==> src/rtl/simd_cs_pkg.sv <==
package simd_cs_pkg;
  localparam int LANE_W  = 32;
  localparam int N_LANES = 2;
  localparam int DATA_W  = LANE_W * N_LANES;
  localparam int COND_W  = 4;

  typedef enum logic [2:0] {
    CMP_EQ  = 3'd0,
    CMP_GTS = 3'd1,
    CMP_GTU = 3'd2,
    CMP_LTS = 3'd3,
    CMP_LTU = 3'd4
  } cmp_mode_e;

  typedef enum logic {
    CMD_CMP = 1'b0,
    CMD_SEL = 1'b1
  } cmd_e;
endpackage

==> src/rtl/lane_cmp.sv <==
module lane_cmp #(
  parameter int W = 32
) (
  input  logic [W-1:0] a_i,
  input  logic [W-1:0] b_i,
  input  logic [2:0]   mode_i,
  output logic         hit_o
);
  import simd_cs_pkg::*;

  logic eq, gtu, gts;

  assign eq  = (a_i == b_i);
  assign gtu = (a_i > b_i);
  assign gts = ($signed(a_i) > $signed(b_i));

  always_comb begin
    case (mode_i)
      CMP_EQ:  hit_o = eq;
      CMP_GTS: hit_o = gts;
      CMP_GTU: hit_o = gtu;
      CMP_LTS: hit_o = !gts && !eq;
      CMP_LTU: hit_o = !gtu && !eq;
      default: hit_o = 1'b0;  // unassigned codes never match
    endcase
  end
endmodule

==> src/rtl/cond_pack.sv <==
module cond_pack (
  input  logic       hi_i,
  input  logic       lo_i,
  output logic [3:0] cond_o
);
  assign cond_o = {hi_i, lo_i, hi_i | lo_i, hi_i & lo_i};
endmodule

==> src/rtl/lane_sel.sv <==
module lane_sel #(
  parameter int W = 32
) (
  input  logic [W-1:0] a_i,
  input  logic [W-1:0] b_i,
  input  logic         pick_a_i,
  output logic [W-1:0] y_o
);
  assign y_o = pick_a_i ? a_i : b_i;
endmodule

==> src/rtl/simd_cmp_sel.sv <==
module simd_cmp_sel
  import simd_cs_pkg::*;
#(
  parameter int LW = LANE_W
) (
  input  logic              clk_i,
  input  logic              rst_ni,
  input  logic              valid_i,
  input  logic              cmd_i,
  input  logic [2:0]        mode_i,
  input  logic [2*LW-1:0]   opa_i,
  input  logic [2*LW-1:0]   opb_i,
  input  logic [3:0]        cond_i,
  output logic              valid_o,
  output logic [3:0]        cond_o,
  output logic [2*LW-1:0]   data_o
);
  localparam int NL = 2;
  localparam int DW = NL * LW;

  logic [NL-1:0] lane_hit;
  logic [DW-1:0] sel_data;
  logic [3:0]    cond_nxt;
  logic [1:0]    unused_cond;

  assign unused_cond = cond_i[1:0];

  // lane l reads condition bit 2+l (high lane -> bit 3)
  for (genvar l = 0; l < NL; l++) begin : g_lane
    lane_cmp #(.W(LW)) u_cmp (
      .a_i    (opa_i[l*LW +: LW]),
      .b_i    (opb_i[l*LW +: LW]),
      .mode_i (mode_i),
      .hit_o  (lane_hit[l])
    );
    lane_sel #(.W(LW)) u_sel (
      .a_i      (opa_i[l*LW +: LW]),
      .b_i      (opb_i[l*LW +: LW]),
      .pick_a_i (cond_i[2+l]),
      .y_o      (sel_data[l*LW +: LW])
    );
  end

  cond_pack u_pack (
    .hi_i   (lane_hit[1]),
    .lo_i   (lane_hit[0]),
    .cond_o (cond_nxt)
  );

  always_ff @(posedge clk_i or negedge rst_ni) begin
    if (!rst_ni) begin
      valid_o <= 1'b0;
      cond_o  <= '0;
      data_o  <= '0;
    end else begin
      valid_o <= valid_i;
      if (valid_i && cmd_i == CMD_CMP) cond_o <= cond_nxt;
      if (valid_i && cmd_i == CMD_SEL) data_o <= sel_data;
    end
  end

  // valid_o follows an accepted command by one cycle
  a_r8_valid_follows: assert property (@(posedge clk_i) disable iff (!rst_ni)
    valid_i |=> valid_o);
  a_r8_idle_quiet: assert property (@(posedge clk_i) disable iff (!rst_ni)
    !valid_i |=> (!valid_o && $stable(cond_o) && $stable(data_o)));
  // the output a command does not produce is held
  a_r7_cmp_holds_data: assert property (@(posedge clk_i) disable iff (!rst_ni)
    (valid_i && cmd_i == CMD_CMP) |=> $stable(data_o));
  a_r7_sel_holds_cond: assert property (@(posedge clk_i) disable iff (!rst_ni)
    (valid_i && cmd_i == CMD_SEL) |=> $stable(cond_o));
  // lane source follows its condition bit
  a_r5_hi_from_a: assert property (@(posedge clk_i) disable iff (!rst_ni)
    (valid_i && cmd_i == CMD_SEL && cond_i[3]) |=> data_o[DW-1:LW] == $past(opa_i[DW-1:LW]));
  a_r6_lo_from_b: assert property (@(posedge clk_i) disable iff (!rst_ni)
    (valid_i && cmd_i == CMD_SEL && !cond_i[2]) |=> data_o[LW-1:0] == $past(opb_i[LW-1:0]));
  // identical operands under equal set every field bit
  a_r1_eq_all_ones: assert property (@(posedge clk_i) disable iff (!rst_ni)
    (valid_i && cmd_i == CMD_CMP && mode_i == CMP_EQ && opa_i == opb_i) |=> cond_o == 4'b1111);
  // unassigned compare codes clear the field
  a_r4_bad_mode_zero: assert property (@(posedge clk_i) disable iff (!rst_ni)
    (valid_i && cmd_i == CMD_CMP && mode_i > 3'd4) |=> cond_o == 4'b0000);
  // AND implies OR in the stored field
  a_r2_and_implies_or: assert property (@(posedge clk_i) disable iff (!rst_ni)
    cond_o[0] |-> cond_o[1]);
endmodule

==> config.mk <==
export PLATFORM = sky130hd
export DESIGN_NAME = simd_cmp_sel
export DESIGN_NICKNAME = d
export VERILOG_FILES = /design/src/rtl/simd_cs_pkg.sv /design/src/rtl/lane_cmp.sv /design/src/rtl/cond_pack.sv /design/src/rtl/lane_sel.sv /design/src/rtl/simd_cmp_sel.sv
export SDC_FILE = /design/constraint.sdc
export NUM_CORES = 1
export LEC_CHECK = 0
export ABC_AREA = 1
export BUFFER_PORTS_ARGS = -buffer_cell sky130_fd_sc_hd__clkbuf_2
export CORE_ASPECT_RATIO = 0.5
export CORE_MARGIN = 4
export CORE_UTILIZATION = 40
export CTS_CLUSTER_DIAMETER = 30
export DETAILED_ROUTE_END_ITERATION = 10
export PLACE_DENSITY = 0.69
export SYNTH_ARGS = -nofsm -noshare
export SYNTH_HDL_FRONTEND = slang
export SYNTH_SLANG_ARGS = --single-unit
export TNS_END_PERCENT = 1
==> constraint.sdc <==
create_clock -name clk_i -period 1.59 [get_ports clk_i]
set_input_delay 0.159 -clock clk_i [delete_from_list [all_inputs] [get_ports clk_i]]
set_output_delay 0.159 -clock clk_i [all_outputs]
set_load 0.1 [all_outputs]
* Word-level counts from Yosys, hierarchy flattened *
Index checks and enable logic that the tools add are counted.

storage, ports and cells
  output and inout bits = 69
  register bits = 69
  logic and storage cells = 33

cells by class
  reductions and logical operators = 13
  equal/unequal tests = 6
  muxes and demuxes = 4
  bitwise operators = 3
  order comparisons = 4

operators by type and width
  operator            count
  $gt 32x32->1        4
  $eq 32x32->1        2
  $mux 32             2
  $pmux 1 s5          2
  $eq 3x2->1 const B  2
  $logic_and 1x1->1   6
  $logic_not 1->1     6
  $eq 3x1->1 const B  1
  $eq 3x3->1 const B  1
  $logic_not 3->1     1
  $and 1x1->1         1
  $not 1->1           1
  $or 1x1->1          1

* Logic depth before layout (Yosys ltp) *
Gate-level depths: netlist of run 1.

  depth after elaboration = 5
  depth in mapped cells = 21
  gate-level depth less buffers = 21

* Modules after synthesis *
Synthesis of run 1 repeated with hierarchy kept, for this count alone.

second synthesis, totals
  cells, all modules = 846
  area, all modules = 5,738.0 um2

by module, submodules not included
  module        instances  cells each  area an instance (um2)
  simd_cmp_sel  1          297         2,743.9
  lane_cmp      2          167         988.4
  lane_sel      2          104         491.7
  cond_pack     1          7           33.8

* Worst setup path after synthesis of run 1 *
OpenSTA, ideal clock, no wires.

  kind = input port to flip-flop
  from = input port opb_i[63]
  to = register cond_o[1]
  arrival time = 1.511 ns
  stages on the path = 16
  required time = 1.464 ns
  buffers on the path = 0
  setup slack = -0.047 ns
  cell sequence = inv_1 -> ha_1 -> nand2_1 -> nor2_1 -> nand2_1 -> inv_1 -> a21oi_1 -> nand2_1 -> nand2_1 -> nand2_1 -> nand2_1 -> nand2_1 -> inv_1 -> nand2_1 -> nand2_1 -> nand3_1

between the ends
  word-level cells in the longest chain between the ends = 5

ends and longest elaborated chain
  item                                         RTL line                        source
  from (decl)                                  simd_cmp_sel.sv:12              input logic [2*LW-1:0] opb_i,
  $gt 32x32->1, or another cell as far along   lane_cmp.sv:14                  assign gtu = (a_i > b_i);
  $logic_not 1->1, on equally long branches    lane_cmp.sv:23, lane_cmp.sv:22
  $logic_and 1x1->1, on equally long branches  lane_cmp.sv:23, lane_cmp.sv:22
  $pmux 1 s5 *                                 lane_cmp.sv:18                  case (mode_i)
  $or 1x1->1 *                                 cond_pack.sv:6                  assign cond_o = {hi_i, lo_i, hi_i | lo_i, hi_i & lo_i};
  to (signal assigned)                         simd_cmp_sel.sv:57              if (valid_i && cmd_i == CMD_CMP) cond_o <= cond_nxt;
  to (decl)                                    simd_cmp_sel.sv:15              output logic [3:0] cond_o,

Every way passes the cells marked *; elsewhere a longest branch is shown, timed or not.
A chain may end at the register's enable or synchronous reset.

* Worst setup path after layout of run 1 *
  from = input port opb_i[22]
  to = register cond_o[1]

The elaborated chain is that of the path after synthesis.

==> results of run 1 <==
-- layer usage --
| layer | part of all wire (%) | vias to the layer above | global-route usage, % | wire (um) |
|---|---|---|---|---|
| li1 | - | 2661 | - | - |
| met2 | 50 | 136 | 32.42 | 6985 |
| met3 | 4.9 | 28 | 3.658 | 686 |
| met1 | 42 | 2298 | 22.21 | 5860 |
| met4 | 2.4 | 0 | 6.264 | 337 |
| met5 | 0 | - | 0 | 0 |
-- cells by family after synthesis --
| kind of cell | count (synthesis) | share of synthesized area (%) |
|---|---|---|
| AND/OR/NAND/NOR | 270 | 22.42 |
| adder cells (fa/ha/maj) | 64 | 16.25 |
| buffers and inverters | 121 | 9.218 |
| AO/OA/AOI/OAI | 165 | 17.06 |
| flip-flops | 69 | 35.04 |
-- placed cells by master (no fill, tap or decap), types with 4 or more instances in the layout --
master and n:
nand4_1 4, a21oi_2 10, clkbuf_2 198, inv_2 13
nand3_1 5, nor2_2 5, buf_6 6, o21ai_1 4
ha_4 19, buf_12 7, nand2_2 22, o21ai_0 64
nor2_1 135, nand2_1 78, clkbuf_16 9, nor2_4 4
dfrtp_1 69, ha_1 45, inv_1 80, a21oi_1 80
nand3_2 4, buf_4 17
-- metrics by stage --
| step | setup slack (ns) | hold slack (ns) |
|---|---|---|
| after CTS | 0.004687 | 0.07945 |
| after global placement | -0.2919 | 0.1222 |
| after global routing | -0.07956 | 0.09311 |
| final | 0.05843 | 0.07943 |
| after detailed placement | -0.3359 | 0.1334 |
| after floorplan | 0.005946 | -0.1366 |
-- worst paths after layout --
check / to / slack (ns)
worst min-delay path: data_o[53] / 0.08
min in group asynchronous: data_o[40] / 0.32
worst min register to register: cond_o[3] / 0.48
worst max register to register: data_o[28] / 0.91
worst max-delay path: cond_o[1] / 0.06
max in group asynchronous: data_o[11] / 0.79
-- cells in the mapped netlist --
master / number / area, um^2
a21o_1: 1 / 7.510
a21oi_1: 91 / 455.4
and2_2: 1 / 7.510
and3_1: 1 / 6.260
buf_1: 1 / 3.750
clkbuf_1: 26 / 97.59
clkinv_1: 1 / 3.750
dfrtp_1: 69 / 1727
ha_1: 64 / 800.8
inv_1: 93 / 349.1
nand2_1: 99 / 371.6
nand2_2: 3 / 18.77
nand3_1: 9 / 45.04
nand3b_1: 1 / 7.510
nand4_1: 4 / 25.02
nand4_2: 2 / 25.02
nor2_1: 142 / 533.0
nor2_2: 1 / 6.260
nor2_4: 1 / 11.26
nor3_1: 4 / 20.02
nor4_4: 1 / 21.27
o211ai_1: 2 / 15.01
o21a_1: 3 / 22.52
o21ai_0: 68 / 340.3
or3_1: 1 / 6.260
-- cell type report --
type / instances / area (um^2)
clock buffers: 13 / 270.3
clock inverters: 3 / 42.54
fillers: 1135 / 4795
inverters: 94 / 354.1
multi-input cells: 499 / 3171
flip-flops and latches: 69 / 1727
well taps: 165 / 206.4
repair buffers: 230 / 1346
-- worst max-delay path, delay by kind of cell --
family,cells,cell delay [ns]
and+or+nand+nor,10,1.20
adders and majority gates,1,0.28
buffers and inverters,3,0.16
-- where the power goes --
| group | switching [mW] | total [mW] | leakage, nW | internal [mW] |
|---|---|---|---|---|
| Clock | 0.763 | 2.11 | 0.152 | 1.34 |
| Sequential | 0.137 | 2.14 | 0.780 | 2.01 |
| Combinational | 2.70 | 3.46 | 2.83 | 0.764 |
| Total | 3.60 | 7.71 | 3.76 | 4.11 |
-- repair_timing --
action,CTS,global route
endpoints found under the hold margin,26,0
buffers inserted,0,3
setup endpoints to repair,0,4
hold buffers,2,0
gates resized for setup,0,94
-- state kept, by name (all words and copies together), names as in the netlist --
register / cells
valid_o: 1
cond_o: 4
data_o: 64
==> results.toml, run 1 <==
[setup_path]
crit_fanout = 3
path_common_cell = "nand2_2"
crit_path_start_kind = "input port"
rr_worst_depth = 2
worstPathCellList = "clkbuf_2 -> inv_1 -> ha_1 -> nand2_2 -> nor2_4 -> nand4_4 -> nor2_4 -> nand4_4 -> or3_1 -> nand2_1 -> inv_1 -> nand2_2 -> nand2_2 -> nand3_2"
critPathKind = "input port to flop"
arrival_ns = 1.80
cp_slowest_cell = "or3_1"
r2r_start = "data_o[28]"
worstPathRequired_ns = 1.86
critPathMaxStageDelay_ns = 0.32
endpoint_kind = "flop"
startpoint = "opb_i[22]"

[timing]
worst_pin_slew_ns = 0.5669
fmax_ghz = 0.6529
fin_crit_sh_pct = 96.33
period_needed_ns = 1.532
fin_setup_tns_ns = 0
rsz0062_at_grt = "true"
slew-limit-headroom_pct = 62.37
hold_viol_final = 0
maxSlewViolCount = 0
setup_viol = 0
clock_skew_ns = 0

[global_route]
grt_pass1_vias = 4847
grt_pass1_wl_um = 21410
grt_use_total_pct = 18.22
antenna_found_initial = 0
grt_max_degree = 65
gr-total-overflow = 0

[detailed_routing]
drt_iter0_markers = 159
drcViolationCount = 0
post_drt_wl_per_cell_um = 12.93
vias = 5123
wirelength_um = 13870
drt_pass1_iterations = 4
drtAntennaViolNets = 0
via_per_inst = 4.774

[clock_tree]
cts_tree = "built"
cts_inserted_buffers = 9
h-tree-depth = 3
cts.sinks = 69
clk_pin_slew_worst_paths_ns = 0.06
clockBufferDepth = 2
clockRootBuffer = "clkbuf_16"
clk_latency_ns = 0.32

[worst_hold_path]
hp-start = "opa_i[53]"
hold_depth = 3
hp-class = "input port to flop"

[logic_synthesis]
synth_nets = 892
ys_seq_elements = 69
synthDistinctLibCells = 25
avgSynthCellArea_um2 = 7.151
netlist_instances = 689
ys_warn_count = 0
ys_seq_area_share_pct = 35.04
syn_area_um2 = 4927

[floorplan]
num_rows = 28
die_area_um2 = 14270
die_w_um = 165.0
die_y_um = 86.48
io_pins = 208
initial_core_util_pct = 41.37
core_area_um2 = 11910

[power]
leakage_nw = 3.757
post-layout-total-power_mw = 7.709
ir_worst_vdd_mv = 0.5240
p_per_area_nw_per_um2 = 1083

[layout]
final_cells = 1073
fin_util_pct = 59.75
drive_gt1_share_pct = 36.23
final_area_um2 = 7117
nNetsFinal = 1106
syn_to_final_growth_pct = 44.44
diodes = 0

[flow_run]
maxCapViolCount = 0

[placed_design]
dp_hpwl_um = 10550
post_dp_cell_area_um2 = 6322
gp_congestion = 0.8675
place_inst = 1052
numPortBuffers = 205

[status]
status = "finished, final reports clean"
Power figures use the tool's default switching activity.
==> inputs of run 2 (changes only) <==
==> constraint.sdc (replaced) <==
create_clock -name clk_i -period 1.59 [get_ports clk_i]
set_input_delay 0.2385 -clock clk_i [delete_from_list [all_inputs] [get_ports clk_i]]
set_output_delay 0.2385 -clock clk_i [all_outputs]
set_load 0.1 [all_outputs]
==> run 2 against run 1 <==
Setup slack worse by 0.042 ns. First-iteration DRC count grew 18%. Critical path depth up 1. Sequential share of layout area shrank 0.11 points. Total power up 0.19%. Sequential power is essentially flat. Largest cell class unchanged. Highest routed layer unchanged.
==> results.toml, run 2 (same netlist as run 1, synthesis figures left out) <==
[power]
leakage_nw = 3.771
power.share.sequential_pct = 27.8
switchingPower_mw = 3.614
clockPowerShare_pct = 27.3
p_int_mw = 4.109
swShare_pct = 46.79
p_per_area_nw_per_um2 = 1080
p_comb_share_pct = 44.8
ir_worst_vdd_mv = 0.4790

[detailed_routing]
vias = 5147
via_per_inst = 4.792
drcViolationCount = 0
wirelength_um = 13970
drt_iter0_markers = 188
post_drt_wl_per_cell_um = 13.01
drt_pass1_iterations = 4
drtAntennaViolNets = 0

[layout]
fin_util_pct = 60.02
n_fill_cell = 1116
final_area_um2 = 7149
drive_gt1_share_pct = 36.30
diodes = 0
largest-register = "data_o"
largest_register_ffs = 64
nNetsFinal = 1107
layout_commonest_cell = "clkbuf_2"
top_regs = "data_o (64), cond_o (4), valid_o (1)"
syn_to_final_growth_pct = 45.10
mostFrequentLayoutCells = "198 x clkbuf_2, 133 x nor2_1, 82 x inv_1, 80 x nand2_1, 80 x a21oi_1"

[setup_path]
rr_worst_depth = 2
worstPathCellList = "buf_6 -> inv_4 -> ha_4 -> nand2_2 -> nor2_2 -> nand4_1 -> buf_4 -> nor4_4 -> nor2_1 -> nand2_1 -> nand2_1 -> inv_1 -> nand2_2 -> nand2_2 -> nand3_2"
cp_slowest_cell = "nor4_4"
crit_fanout = 3
arrival_ns = 1.79
critPathKind = "input port to flop"
endpoint_kind = "flop"
cp.depth = 15
path_common_cell = "nand2_2"
crit_path_start_kind = "input port"
worst-path-buf-inv = 4
worstPathRequired_ns = 1.81
critPathMaxStageDelay_ns = 0.27
crit_family = "simple AND/OR/NAND/NOR gates"
reg2reg_slack_ns = 0.91

[floorplan]
io_pins = 208
initial_core_util_pct = 41.37
die_w_um = 165.0
die_area_um2 = 14270
num_rows = 28
core_area_um2 = 11910
die_y_um = 86.48

[global_route]
grt_pass1_wl_um = 22560
grt_use_total_pct = 19.40
antenna_found_initial = 0
grt_pass1_vias = 4933
gr-total-overflow = 0
grt_max_degree = 65

[placed_design]
dp_hpwl_um = 10710
numPortBuffers = 205
post_dp_cell_area_um2 = 6340
gp_congestion = 0.8732

[clock_tree]
clockRootBuffer = "clkbuf_16"
clockBufferDepth = 2
cts.sinks = 69
clk_latency_ns = 0.33
cts_tree = "built"
cts_inserted_buffers = 9
h-tree-depth = 3
clk_pin_slew_worst_paths_ns = 0.05

[timing]
period_needed_ns = 1.574
worst_pin_slew_ns = 0.5743
clock_skew_ns = 0
fin_crit_sh_pct = 98.97
setup_viol = 0
rsz0062_at_grt = "true"
slew-limit-headroom_pct = 61.88
maxSlewViolCount = 0
fmax_ghz = 0.6355
hold_viol_final = 0
fin_setup_tns_ns = 0

[flow_run]
maxCapViolCount = 0

[worst_hold_path]
hp-class = "input port to flop"
hold_depth = 1

[status]
status = "finished, final reports clean"
==> run 2: cell types whose count changed in the layout (fill, tap and decap cells not counted), moves of 2 or more <==
cell and change:
nor2_1 -2, nand2_2 -3, ha_4 +2, nand3_1 +2
nand2_1 +2, inv_2 -3, ha_1 -2, nand3_2 -2
buf_4 +3, inv_1 +2
==> run 2: worst register-to-register path, stage by stage, from the launching register on <==
cell and delay [ns]:
dfrtp_1 0.39, nor2_1 0.12, nor2_1 0.06
==> run 2: area by class of cell <==
cell class	instances	area [um^2]	share of cell area, %
multi-input cells	499	3208	44.87
flip-flops and latches	69	1727	24.15
repair buffers	231	1339	18.73
inverters	94	356.6	4.988
clock buffers	13	270.3	3.780
well taps	165	206.4	2.888
clock inverters	3	42.54	0.5950
==> run 2: worst paths after layout <==
kind	startpoint	to
setup / recovery	opb_i[53]	cond_o[1]
hold / removal	valid_i	valid_o
setup reg to reg	data_o[3]	data_o[3]
hold reg to reg	cond_o[2]	cond_o[2]
max in group asynchronous	rst_ni	data_o[47]
min in group asynchronous	rst_ni	data_o[42]
==> run 2: repair_timing <==
item | in CTS | in global routing
cloned | 0 | 0
resized for setup | 30 | 66
endpoints found under the hold margin | 28 | 0
buffers inserted | 0 | 1
pin swaps | 19 | 37
endpoints found under the setup margin | 4 | 4
hold buffers | 1 | 0
==> run 2: layer usage <==
layer	track usage (%)	vias up	part of all wire (%)
li1	-	2668	-
met1	24.15	2344	44
met2	34.20	116	50
met3	4.561	19	4.5
met4	4.981	0	1.8
met5	0	-	0
==> run 2: per-stage QoR <==
stage               total power, mW  hold WS (ns)  std cells  setup WS (ns)
floorplan                     4.693      -0.05709        689       -0.07355
global placement              5.433        0.2271       1056        -0.3672
detailed placement            5.479        0.2300       1056        -0.4095
CTS                           7.670       0.03467       1073       0.004335
global route                  8.145       0.03467       1074        -0.1083
finish                        7.724       0.04616       1074        0.01632
==> run 2: power by group through the flow <==
stage	clock network, mW	registers, mW	logic, mW
detailed placement	0	2.18	3.30
finish	2.11	2.15	3.46
global placement	0	2.17	3.26
floorplan	0	3.99	0.703
CTS	2.16	2.15	3.35
global route	2.27	2.18	3.69
